[src/rtl/se_pkg.sv]
package se_pkg;

  localparam int unsigned SYN_W   = 8;
  localparam int unsigned CAUSE_W = 4;
  localparam int unsigned LK_LO   = 0;
  localparam int unsigned PT_B    = 2;
  localparam int unsigned TI_B    = 3;
  localparam int unsigned BO_B    = 4;
  localparam int unsigned UC_B    = 5;
  localparam int unsigned AX_B    = 6;
  localparam int unsigned EP_B    = 7;

  typedef enum logic [CAUSE_W-1:0] {
    C_NONE = 4'd0,
    C_LOCK = 4'd1,
    C_PTF  = 4'd2,
    C_VIRT = 4'd3,
    C_TLBI = 4'd4,
    C_BO   = 4'd5,
    C_RW   = 4'd6,
    C_UCT  = 4'd7,
    C_ISI  = 4'd8
  } cause_e;

  typedef struct packed {
    logic [1:0] lock;
    logic       ptf;
    logic       virt;
    logic       tlbi;
    logic       bo;
    logic       rw;
    logic       uct;
  } dflags_t;

  typedef struct packed {
    logic walk;
    logic tlb_made;
    logic axu;
    logic epid;
  } ctx_t;

  function automatic logic any_fault(input logic isx, input dflags_t f);
    return isx | (|f.lock) | f.ptf | f.virt | f.tlbi | f.bo | f.rw | f.uct;
  endfunction

  // Fixed priority: fetch-time tag first (its data access never happened),
  // then data faults from lock down to unavailable coprocessor.
  function automatic cause_e pick_cause(input logic isx, input dflags_t f);
    cause_e c;
    if (isx)           c = C_ISI;
    else if (|f.lock)  c = C_LOCK;
    else if (f.ptf)    c = C_PTF;
    else if (f.virt)   c = C_VIRT;
    else if (f.tlbi)   c = C_TLBI;
    else if (f.bo)     c = C_BO;
    else if (f.rw)     c = C_RW;
    else if (f.uct)    c = C_UCT;
    else               c = C_NONE;
    return c;
  endfunction

  function automatic logic [SYN_W-1:0] build_syn(input cause_e c, input dflags_t f,
                                                 input ctx_t x);
    logic [SYN_W-1:0] s;
    s = '0;
    if (c != C_NONE && c != C_ISI) begin
      s[AX_B] = x.axu;
      s[EP_B] = x.epid;
    end
    case (c)
      C_LOCK:  s[LK_LO +: 2] = f.lock;
      C_PTF:   s[PT_B] = 1'b1;
      C_RW:    s[PT_B] = x.walk & ~x.tlb_made;
      C_TLBI:  s[TI_B] = x.walk;
      C_BO:    s[BO_B] = 1'b1;
      C_UCT:   s[UC_B] = 1'b1;
      default: ;
    endcase
    return s;
  endfunction

endpackage

[src/rtl/se_tag_pipe.sv]
module se_tag_pipe #(
  parameter int unsigned DEPTH = 3
) (
  input  logic clk,
  input  logic rst_n,
  input  logic adv,
  input  logic flush,
  input  logic in_v,
  input  logic in_isx,
  output logic head_v,
  output logic head_isx
);

  logic [DEPTH-1:0] v_q;
  logic [DEPTH-1:0] x_q;

  for (genvar gi = 0; gi < DEPTH; gi++) begin : g_slot
    logic nv, nx;
    if (gi == 0) begin : g_first
      assign nv = in_v;
      assign nx = in_v & in_isx;
    end else begin : g_rest
      assign nv = v_q[gi-1];
      assign nx = x_q[gi-1];
    end
    always_ff @(posedge clk or negedge rst_n) begin
      if (!rst_n) begin
        v_q[gi] <= 1'b0;
        x_q[gi] <= 1'b0;
      end else if (flush) begin
        v_q[gi] <= 1'b0;
        x_q[gi] <= 1'b0;
      end else if (adv) begin
        v_q[gi] <= nv;
        x_q[gi] <= nx;
      end
    end
  end

  assign head_v   = v_q[DEPTH-1];
  assign head_isx = x_q[DEPTH-1];

endmodule

[src/rtl/se_prio.sv]
module se_prio
  import se_pkg::*;
(
  input  logic             exec_try,
  input  logic             head_isx,
  input  logic             block,
  input  dflags_t          flags,
  input  ctx_t             ctx,
  output logic             req,
  output cause_e           cause,
  output logic [SYN_W-1:0] syn_next
);

  always_comb begin
    cause    = pick_cause(head_isx, flags);
    req      = exec_try & ~block & any_fault(head_isx, flags);
    syn_next = build_syn(cause, flags, ctx);
  end

endmodule

[src/rtl/se_syn_reg.sv]
module se_syn_reg
  import se_pkg::*;
(
  input  logic               clk,
  input  logic               rst_n,
  input  logic               load,
  input  cause_e             cause_in,
  input  logic [SYN_W-1:0]   syn_in,
  output logic               irq,
  output logic [CAUSE_W-1:0] cause_q,
  output logic [SYN_W-1:0]   syn_q
);

  always_ff @(posedge clk or negedge rst_n) begin
    if (!rst_n) begin
      irq     <= 1'b0;
      cause_q <= '0;
      syn_q   <= '0;
    end else begin
      irq <= load;
      if (load) begin
        cause_q <= cause_in;
        syn_q   <= syn_in;
      end
    end
  end

endmodule

[src/rtl/se_storage_exc.sv]
module se_storage_exc
  import se_pkg::*;
#(
  parameter int unsigned DEPTH = 3
) (
  input  logic               clk,
  input  logic               rst_n,
  input  logic               adv_i,
  input  logic               flush_i,
  input  logic               fetch_v_i,
  input  logic               fetch_isx_i,
  input  logic               ext_block_i,
  input  logic [1:0]         lock_i,
  input  logic               ptf_i,
  input  logic               virt_i,
  input  logic               tlbi_i,
  input  logic               bo_i,
  input  logic               rw_i,
  input  logic               uct_i,
  input  logic               walk_i,
  input  logic               tlb_made_i,
  input  logic               axu_i,
  input  logic               epid_i,
  output logic               irq_o,
  output logic [CAUSE_W-1:0] cause_o,
  output logic [SYN_W-1:0]   syn_o
);

  logic             head_v;
  logic             head_isx;
  logic             exec_try;
  logic             req;
  cause_e           sel_cause;
  logic [SYN_W-1:0] syn_next;
  dflags_t          flags;
  ctx_t             ctx;

  assign flags = '{lock: lock_i, ptf: ptf_i, virt: virt_i, tlbi: tlbi_i,
                   bo: bo_i, rw: rw_i, uct: uct_i};
  assign ctx   = '{walk: walk_i, tlb_made: tlb_made_i, axu: axu_i, epid: epid_i};

  // An execute attempt needs an instruction at the head and no flush.
  assign exec_try = adv_i & ~flush_i & head_v;

  se_tag_pipe #(.DEPTH(DEPTH)) u_pipe (
    .clk      (clk),
    .rst_n    (rst_n),
    .adv      (adv_i),
    .flush    (flush_i),
    .in_v     (fetch_v_i),
    .in_isx   (fetch_isx_i),
    .head_v   (head_v),
    .head_isx (head_isx)
  );

  se_prio u_prio (
    .exec_try (exec_try),
    .head_isx (head_isx),
    .block    (ext_block_i),
    .flags    (flags),
    .ctx      (ctx),
    .req      (req),
    .cause    (sel_cause),
    .syn_next (syn_next)
  );

  se_syn_reg u_reg (
    .clk      (clk),
    .rst_n    (rst_n),
    .load     (req),
    .cause_in (sel_cause),
    .syn_in   (syn_next),
    .irq      (irq_o),
    .cause_q  (cause_o),
    .syn_q    (syn_o)
  );

endmodule

[config.mk]
export PLATFORM = sky130hd
export DESIGN_NAME = se_storage_exc
export DESIGN_NICKNAME = d
export VERILOG_FILES = /design/src/rtl/se_pkg.sv /design/src/rtl/se_tag_pipe.sv /design/src/rtl/se_prio.sv /design/src/rtl/se_syn_reg.sv /design/src/rtl/se_storage_exc.sv
export SDC_FILE = /design/constraint.sdc
export NUM_CORES = 1
export LEC_CHECK = 0
export ABC_AREA = 1
export BUFFER_PORTS_ARGS = -buffer_cell sky130_fd_sc_hd__buf_2
export CAP_MARGIN = 20
export CORE_AREA = 5 5 63 65
export CTS_CLUSTER_DIAMETER = 50
export DETAILED_ROUTE_END_ITERATION = 10
export DIE_AREA = 0 0 68 70
export SYNTH_ARGS = -nofsm -noshare
export SYNTH_HDL_FRONTEND = slang
export SYNTH_SLANG_ARGS = --single-unit
[constraint.sdc]
create_clock -name clk -period 3.15 [get_ports clk]
set_clock_uncertainty 0.1 [all_clocks]
set_input_delay 0 -clock clk [delete_from_list [all_inputs] [get_ports clk]]
set_output_delay 0 -clock clk [all_outputs]
set_load 0.01 [all_outputs]
==> metrics.md, run 1 <==
| Metric | Value |
|---|---|
| Final Setup Violations | `0` |
| Num CTS Buffers | `3` |
| Syn avg cell area | `about 8.7 µm²` |
| Pwr per Cell Area | `around 360 nW/µm²` |
| Reg2reg setup slack | `~1.8 ns` |
| Fillers | `341` |
| Grt total ovfl | `0` |
| Status | `finished clean` |
| Synth Register Bits | `19` |
| Dpl cell area | `around 1100 µm²` |
| Area grow syn2layout | `40.2%` |
| Final worst path period need | `1.94 ns` |
| Sequential fraction of the synthesis area | `between 50% and 60%` |
| Root Driver | `clkbuf_4` |
| DRC Markers | `0` |
| WL/cell | `9.93 µm` |
| CTS clk-pin slew, worst paths | `approximately 0.10 ns` |
| Post-DR vias/cell | `between 4 and 5` |
| Fin area | `1310 µm²` |
| Reg power frac | `a little under three fifths` |
| Total die area | `4760 µm²` |
| Xor/xnor share of the synthesized area | `0%` |
| Slew @ Worst Pin | `roughly 0.41 ns` |
| Complex-gate fraction of the synthesized area | `between 10% and 20%` |
| Antenna diode count | `0` |
| Synth cell count leaders | `nand2_1, dfrtp_1, inv_1` |
| Post-synth EDFFs | `0` |
| Starting Density | `about 28%` |
| Worst setup SP type | `input port` |
| Drt first pass iters | `4` |
| VDD IR max | `~0.20 mV` |
| GRT Overall Usage | `about 9.2%` |
| Violation count after the first detailed-route iteration | `14` |
| Mux contribution to synthesized area | `0%` |
| Tightest Hold Check Type | `in -> reg` |
| Worst endpoint required time | `approximately 3.3 ns` |
| Leak | `about 0.70 nW` |
| Area contributors post-synth | `dfrtp_1, nand2_1, inv_1` |
| Register Area | `about 480 µm²` |
| WS Path Type | `in -> reg` |
| Synth unique cells | `21` |
| Fraction of registers with async set/reset | `100%` |
| Port buffer count | `31` |
| Logic gate share of total power | `between 10% and 20%` |
| Core ar. | `~3300 µm²` |
| Later-pin clock latency in the skew report | `slightly below 0.3 ns` |
| Number of max-cap violations | `0` |
| Final hold violation count | `0` |
| Sw Ratio | `25.7%` |
| Share of cells above drive strength 1 | `33.1%` |
| RD Place Congestion | `about 0.77` |
| Synth top area share | `about half` |
| Achievable Freq | `about 510 MHz` |
| Cells after synthesis | `108` |
| Site Rows | `21` |
| Critical Path End Type | `flip-flop` |
| Tcrit/Tclk final | `between 60 and 70%` |
| Routed Antenna Nets | `0` |
| CP Max Fanout | `4` |
| Pin count of the biggest net entering global routing | `20` |
| Synth Area in Simple Gates | `roughly 28%` |
| DR vias | `between 800 and 900` |
| Internal | `0.000347 W` |
| Max-slew headroom | `~73%` |
| Main synth FF type | `dfrtp_1` |
| Clock power share | `about a quarter` |
| Initial antenna violation count | `0` |
| Max clock buf depth | `2` |
| Count leader, synth | `nand2_1` |
| Chip width | `68 µm` |
| Yosys warns | `0` |
| Adder-cell share of the synthesized area | `0%` |
| RSZ-0062 raised after global routing | `false` |
| Vias in the first global route | `roughly 870` |
| Area leader, netlist | `dfrtp_1` |
| CP Data Arrival Time | `about 2.1 ns` |
| Number of H-tree levels | `1` |
| Synthesized Nets | `approximately 130` |
| Net Sw Power | `approximately 0.00012 W` |
| Post-Syn Area | `~940 µm²` |
| Io pins | `32` |
| CTS tree | `yes` |
| Area of the multi-input gates | `between 300 and 400 µm²` |
| First-pass GRT wire length | `around 3400 µm` |
| Final Power | `between 0.0004 and 0.0005 W` |
| Clock Sinks | `19` |
| TNS Setup | `0 ns` |
| Hpwl dp | `1590 µm` |
| Die Ht | `70 µm` |
| Largest family of logic cells by synthesized area | `simple AND/OR/NAND/NOR gates` |
| NumNets Final | `~180` |
| DRT Wirelength | `a little over 2000 µm` |
| Slew Limit Fails | `0` |
-- power by group through the flow --
stage | Combinational, W | Sequential [W] | Clock (W)
3_5_place_dp | 0.0000735 | 0.000268 | 0
4_1_cts | 0.0000880 | 0.000264 | 0.000123
2_1_floorplan | 0.0000321 | 0.000273 | 0
3_3_place_gp | 0.0000719 | 0.000268 | 0
5_1_grt | 0.0000973 | 0.000265 | 0.000132
6_report | 0.0000864 | 0.000263 | 0.000118
-- flip-flops by register name, summed over array words and instances (netlist names) --
| signal | count |
|---|---|
| u_pipe.head_isx | 1 |
| u_reg.cause_q | 4 |
| u_pipe.g_slot.nx | 2 |
| u_reg.syn_q | 8 |
| u_pipe.g_slot.nv | 2 |
| u_pipe.head_v | 1 |
| u_reg.irq | 1 |
-- timing repair --
action,4_1_cts,5_1_grt
endpoints found under the hold margin,32,0
setup buffers,0,0
hold buffers,16,0
resized for setup,0,0
-- worst max-delay path, cell delays in order --
cell and delay [ns]:
dlygate4sd3_1 0.53, buf_2 0.12, inv_1 0.05, nand2_2 0.05, dlygate4sd3_1 0.60, o22ai_1 0.16
dlygate4sd3_1 0.55
-- final timing paths --
path                                       start  cells past startpoint                  end
worst max-delay path                     flush_i                      7  u_pipe.g_slot[2].nx
worst min-delay path                  tlb_made_i                      4       u_reg.syn_q[2]
worst max register to register     u_pipe.head_v                      6       u_reg.syn_q[4]
worst min register to register  u_reg.cause_q[1]                      2     u_reg.cause_q[1]
max in group asynchronous                  rst_n                      2       u_reg.syn_q[1]
min in group asynchronous                  rst_n                      2     u_reg.cause_q[1]
-- stage by stage --
step | util [%] | instances | worst slack (ns) | hold slack, ns
3_5_place_dp | 34.2 | 183 | 1.84 | -0.141
3_3_place_gp | 34.2 | 183 | 1.83 | -0.149
4_1_cts | 40.0 | 203 | 1.23 | 0.000562
5_1_grt | 40.0 | 203 | 1.16 | 0.0375
6_report | 40.0 | 203 | 1.21 | 0.00158
2_1_floorplan | - | 108 | 1.92 | -0.396
-- logic make-up after synthesis --
kind of cell | Yosys count
AO/OA/AOI/OAI | 14
buffers and inverters | 21
flip-flops | 19
AND/OR/NAND/NOR | 54
-- metal layers --
| metal | vias to the layer above | GRT usage (%) | share of wire (%) |
|---|---|---|---|
| met3 | 2 | 3.37 | 7.2 |
| met4 | 0 | 1.32 | 0.64 |
| li1 | 438 | - | - |
| met5 | - | 0 | 0 |
| met2 | 21 | 16.9 | 51 |
| met1 | 385 | 9.84 | 41 |
-- cells in the final DEF (no fill, tap or decap), drive strengths merged --
master,Yosys,layout
dfrtp,19,19
nor3,2,2
or2,1,1
nor2,10,10
clkinv,0,1
o22ai,4,4
o21ai,7,7
o211ai,1,1
dlygate4sd3,0,16
buf,1,31
clkbuf,1,3
nand3,7,7
nand2,32,32
nand4,2,2
o21bai,2,2
inv,19,19
-- layout make-up --
class | instances | area share (%)
inverters | 19 | 5.62
flip-flops and latches | 19 | 36.2
clock inverters | 1 | 0.381
clock buffers | 3 | 1.72
repair buffers | 47 | 24.0
well taps | 46 | 4.39
multi-input cells | 68 | 27.6
Power figures use the tool's default switching activity.
==> inputs of run 2 (changes only) <==
==> constraint.sdc (replaced) <==
create_clock -name clk -period 1.6 [get_ports clk]
set_clock_uncertainty 0.1 [all_clocks]
set_input_delay 0 -clock clk [delete_from_list [all_inputs] [get_ports clk]]
set_output_delay 0 -clock clk [all_outputs]
set_load 0.01 [all_outputs]
==> metrics.md, run 2 (same netlist as run 1, synthesis figures left out) <==
| Metric | Value |
|---|---|
| CP Data Arrival Time | `1.67 ns (was 2.08 ns)` |
| Dpl cell area | `1130 µm² (was 1120 µm²)` |
| Final worst path period need | `about 1.5 ns` |
| Final Setup Violations | `0 (unchanged)` |
| Initial antenna violation count | `0 (unchanged)` |
| Tcrit/Tclk final | `96.1%` |
| Tightest Hold Check Type | `in -> reg (unchanged)` |
| Fillers | `347 (was 341)` |
| Share of cells above drive strength 1 | `33.5% (was 33.1%)` |
| RSZ-0062 raised after global routing | `false (unchanged)` |
| Biggest regs | `u_reg.syn_q (8), u_reg.cause_q (4) (unchanged)` |
| Logic gate share of total power | `18.4% (was 18.5%)` |
| Vias in the first global route | `797 (was 866)` |
| Max Used Layer | `met4 (unchanged)` |
| RD Place Congestion | `0.743 (was 0.765)` |
| Total die area | `4760 µm² (unchanged)` |
| Most common cell after layout, fill and taps aside | `buf_2 (unchanged)` |
| Site Rows | `21 (unchanged)` |
| Placed cell count | `184 (was 183)` |
| Chip width | `68 µm (unchanged)` |
| Status | `finished clean (unchanged)` |
| Post-CTS Setup Bufs | `0 (unchanged)` |
| Starting Density | `28.5% (unchanged)` |
| Reg power frac | `56.1% (was 56.3%)` |
| Root Driver | `clkbuf_4 (unchanged)` |
| Area of the multi-input gates | `363 µm² (unchanged)` |
| NumNets Final | `178 (was 177)` |
| Net Sw Power | `0.000241 W (was 0.000120 W)` |
| Register Area | `475 µm² (unchanged)` |
| Num CTS Buffers | `3 (unchanged)` |
| Pin count of the biggest net entering global routing | `20 (unchanged)` |
| TNS Setup | `0 ns (unchanged)` |
| Worst endpoint required time | `1.74 ns (was 3.28 ns)` |
| DR vias | `836 (was 846)` |
| Max clock buf depth | `2 (unchanged)` |
| Non-filler cells, final | `204 (was 203)` |
| Max-slew headroom | `72.4% (was 72.9%)` |
| Sw Ratio | `26.1% (was 25.7%)` |
| Hpwl dp | `1580 µm (was 1590 µm)` |
| Largest register FFs | `8 (unchanged)` |
| Port buffer count | `31 (unchanged)` |
| Post-DR vias/cell | `4.10 (was 4.17)` |
| CP bufs+invs | `3 (was 5)` |
| Top reg by flops | `u_reg.syn_q (unchanged)` |
| CP delay by family, top | `buffers and inverters (unchanged)` |
| Critical Path End Type | `flip-flop (unchanged)` |
| Achievable Freq | `between 600 and 700 MHz` |
| Cell repeated most along the worst path | `dlygate4sd3_1 (unchanged)` |
| Metal2 WL | `984 µm (was 1030 µm)` |
| Slowest stage delay, CP | `0.55 ns (was 0.60 ns)` |
| Fin area | `1320 µm² (was 1310 µm²)` |
| Drt first pass iters | `4 (unchanged)` |
| Clock power share | `25.6% (was 25.2%)` |
| Detail Route met3 WL | `119 µm (was 146 µm)` |
| Leak | `0.695 nW (was 0.698 nW)` |
| Metal1 wirelength | `867 µm (was 826 µm)` |
| Later-pin clock latency in the skew report | `0.29 ns (about the same)` |
| CP Max Fanout | `6 (was 4)` |
| WS Path Type | `in -> reg (unchanged)` |
| Routed Antenna Nets | `0 (unchanged)` |
| CP cell instances | `dlygate4sd3_1 > buf_2 > or2_2 > o21ai_1 > dlygate4sd3_1 (was dlygate4sd3_1 > buf_2 > inv_1 > nand2_2 > dlygate4sd3_1 > o22ai_1 > dlygate4sd3_1)` |
| WL/cell | `9.81 µm (was 9.93 µm)` |
| Util after Layout | `40.2% (was 40.0%)` |
| VDD IR max | `0.265 mV (was 0.201 mV)` |
| DRT Wirelength | `2000 µm (was 2020 µm)` |
| Worst setup SP type | `input port (unchanged)` |
| DRC Markers | `0 (unchanged)` |
| CTS tree | `yes (unchanged)` |
| Clock Sinks | `19 (unchanged)` |
| Slowest cell on the critical path | `dlygate4sd3_1 (unchanged)` |
| First-pass GRT wire length | `3270 µm (was 3430 µm)` |
| Slew Limit Fails | `0 (unchanged)` |
| Io pins | `32 (unchanged)` |
| GRT Overall Usage | `8.92% (was 9.17%)` |
| Pwr per Cell Area | `701 nW/µm² (was 356 nW/µm²)` |
| Grt total ovfl | `0 (unchanged)` |
| Core ar. | `3280 µm² (unchanged)` |
| Number of H-tree levels | `1 (unchanged)` |
| Violation count after the first detailed-route iteration | `36 (was 14)` |
| Internal | `0.000684 W (was 0.000347 W)` |
| Antenna diode count | `0 (unchanged)` |
| Final hold violation count | `0 (unchanged)` |
| Area grow syn2layout | `41.0% (was 40.2%)` |
| CTS clk-pin slew, worst paths | `0.10 ns (about the same)` |
| Commonest cells after routing, fill and taps aside | `buf_2, nand2_1, dfrtp_1 (unchanged)` |
| Number of max-cap violations | `0 (unchanged)` |
| Die Ht | `70 µm (unchanged)` |
| Slew @ Worst Pin | `0.414 ns (was 0.406 ns)` |
-- run 2: area by class of cell --
cell class                      count  share of cell area [%]
Timing Repair Buffer               48                    24.5
Inverter                           19                    5.59
Multi-Input combinational cell     68                    27.5
Clock buffer                        3                    1.71
Sequential cell                    19                    36.0
Tap cell                           46                    4.36
Clock inverter                      1                   0.379
-- run 2: worst reg2reg max path, delay by kind of cell, from the launching register on --
| kind | cells | cell delay, ns |
|---|---|---|
| AND/OR/NAND/NOR | 3 | 0.50 |
| flip-flops | 1 | 0.34 |
| AO/OA/AOI/OAI | 1 | 0.15 |
| buffers and inverters | 2 | 0.17 |
-- run 2: repair_timing --
| action | 4_1_cts | 5_1_grt |
|---|---|---|
| hold buffers | 16 | 0 |
| gates resized for setup | 0 | 1 |
| hold endpoints to repair | 32 | 0 |
| endpoints found under the setup margin | 0 | 1 |
-- run 2: metal layers --
metal,vias to the layer above,GRT usage [%]
met5,-,0
met4,0,3.31
met3,4,2.56
met2,19,15.0
met1,371,10.5
li1,442,-
-- run 2: per-stage QoR --
stage	power [W]	setup WS, ns	hold WS [ns]
4_1_cts	0.000939	0.0201	0.0135
3_3_place_gp	0.000668	0.333	-0.148
6_report	0.000925	0.0619	0.0201
3_5_place_dp	0.000672	0.295	-0.140
5_1_grt	0.000979	0.0215	0.0831
2_1_floorplan	0.000602	0.372	-0.396
-- run 2: final timing paths --
path / slack (ns) / end / depth (start not counted) / start
worst max-delay path: 0.06 / u_pipe.g_slot[1].nx / 5 / flush_i
worst min-delay path: 0.02 / u_reg.syn_q[2] / 6 / virt_i
worst max register to register: 0.29 / u_reg.syn_q[4] / 6 / u_pipe.head_v
worst min register to register: 0.38 / u_reg.cause_q[1] / 2 / u_reg.cause_q[1]
max in group asynchronous: 1.05 / u_pipe.head_isx / 2 / rst_n
min in group asynchronous: 0.06 / u_pipe.head_v / 2 / rst_n
-- run 2: power by group through the flow --
stage                     clock [W]  combinational (W)  sequential, W
after floorplan                   0          0.0000632       0.000538
after global placement            0           0.000141       0.000527
after detailed placement          0           0.000143       0.000529
after CTS                  0.000247           0.000173       0.000519
after global routing       0.000267           0.000190       0.000523
final                      0.000237           0.000170       0.000519
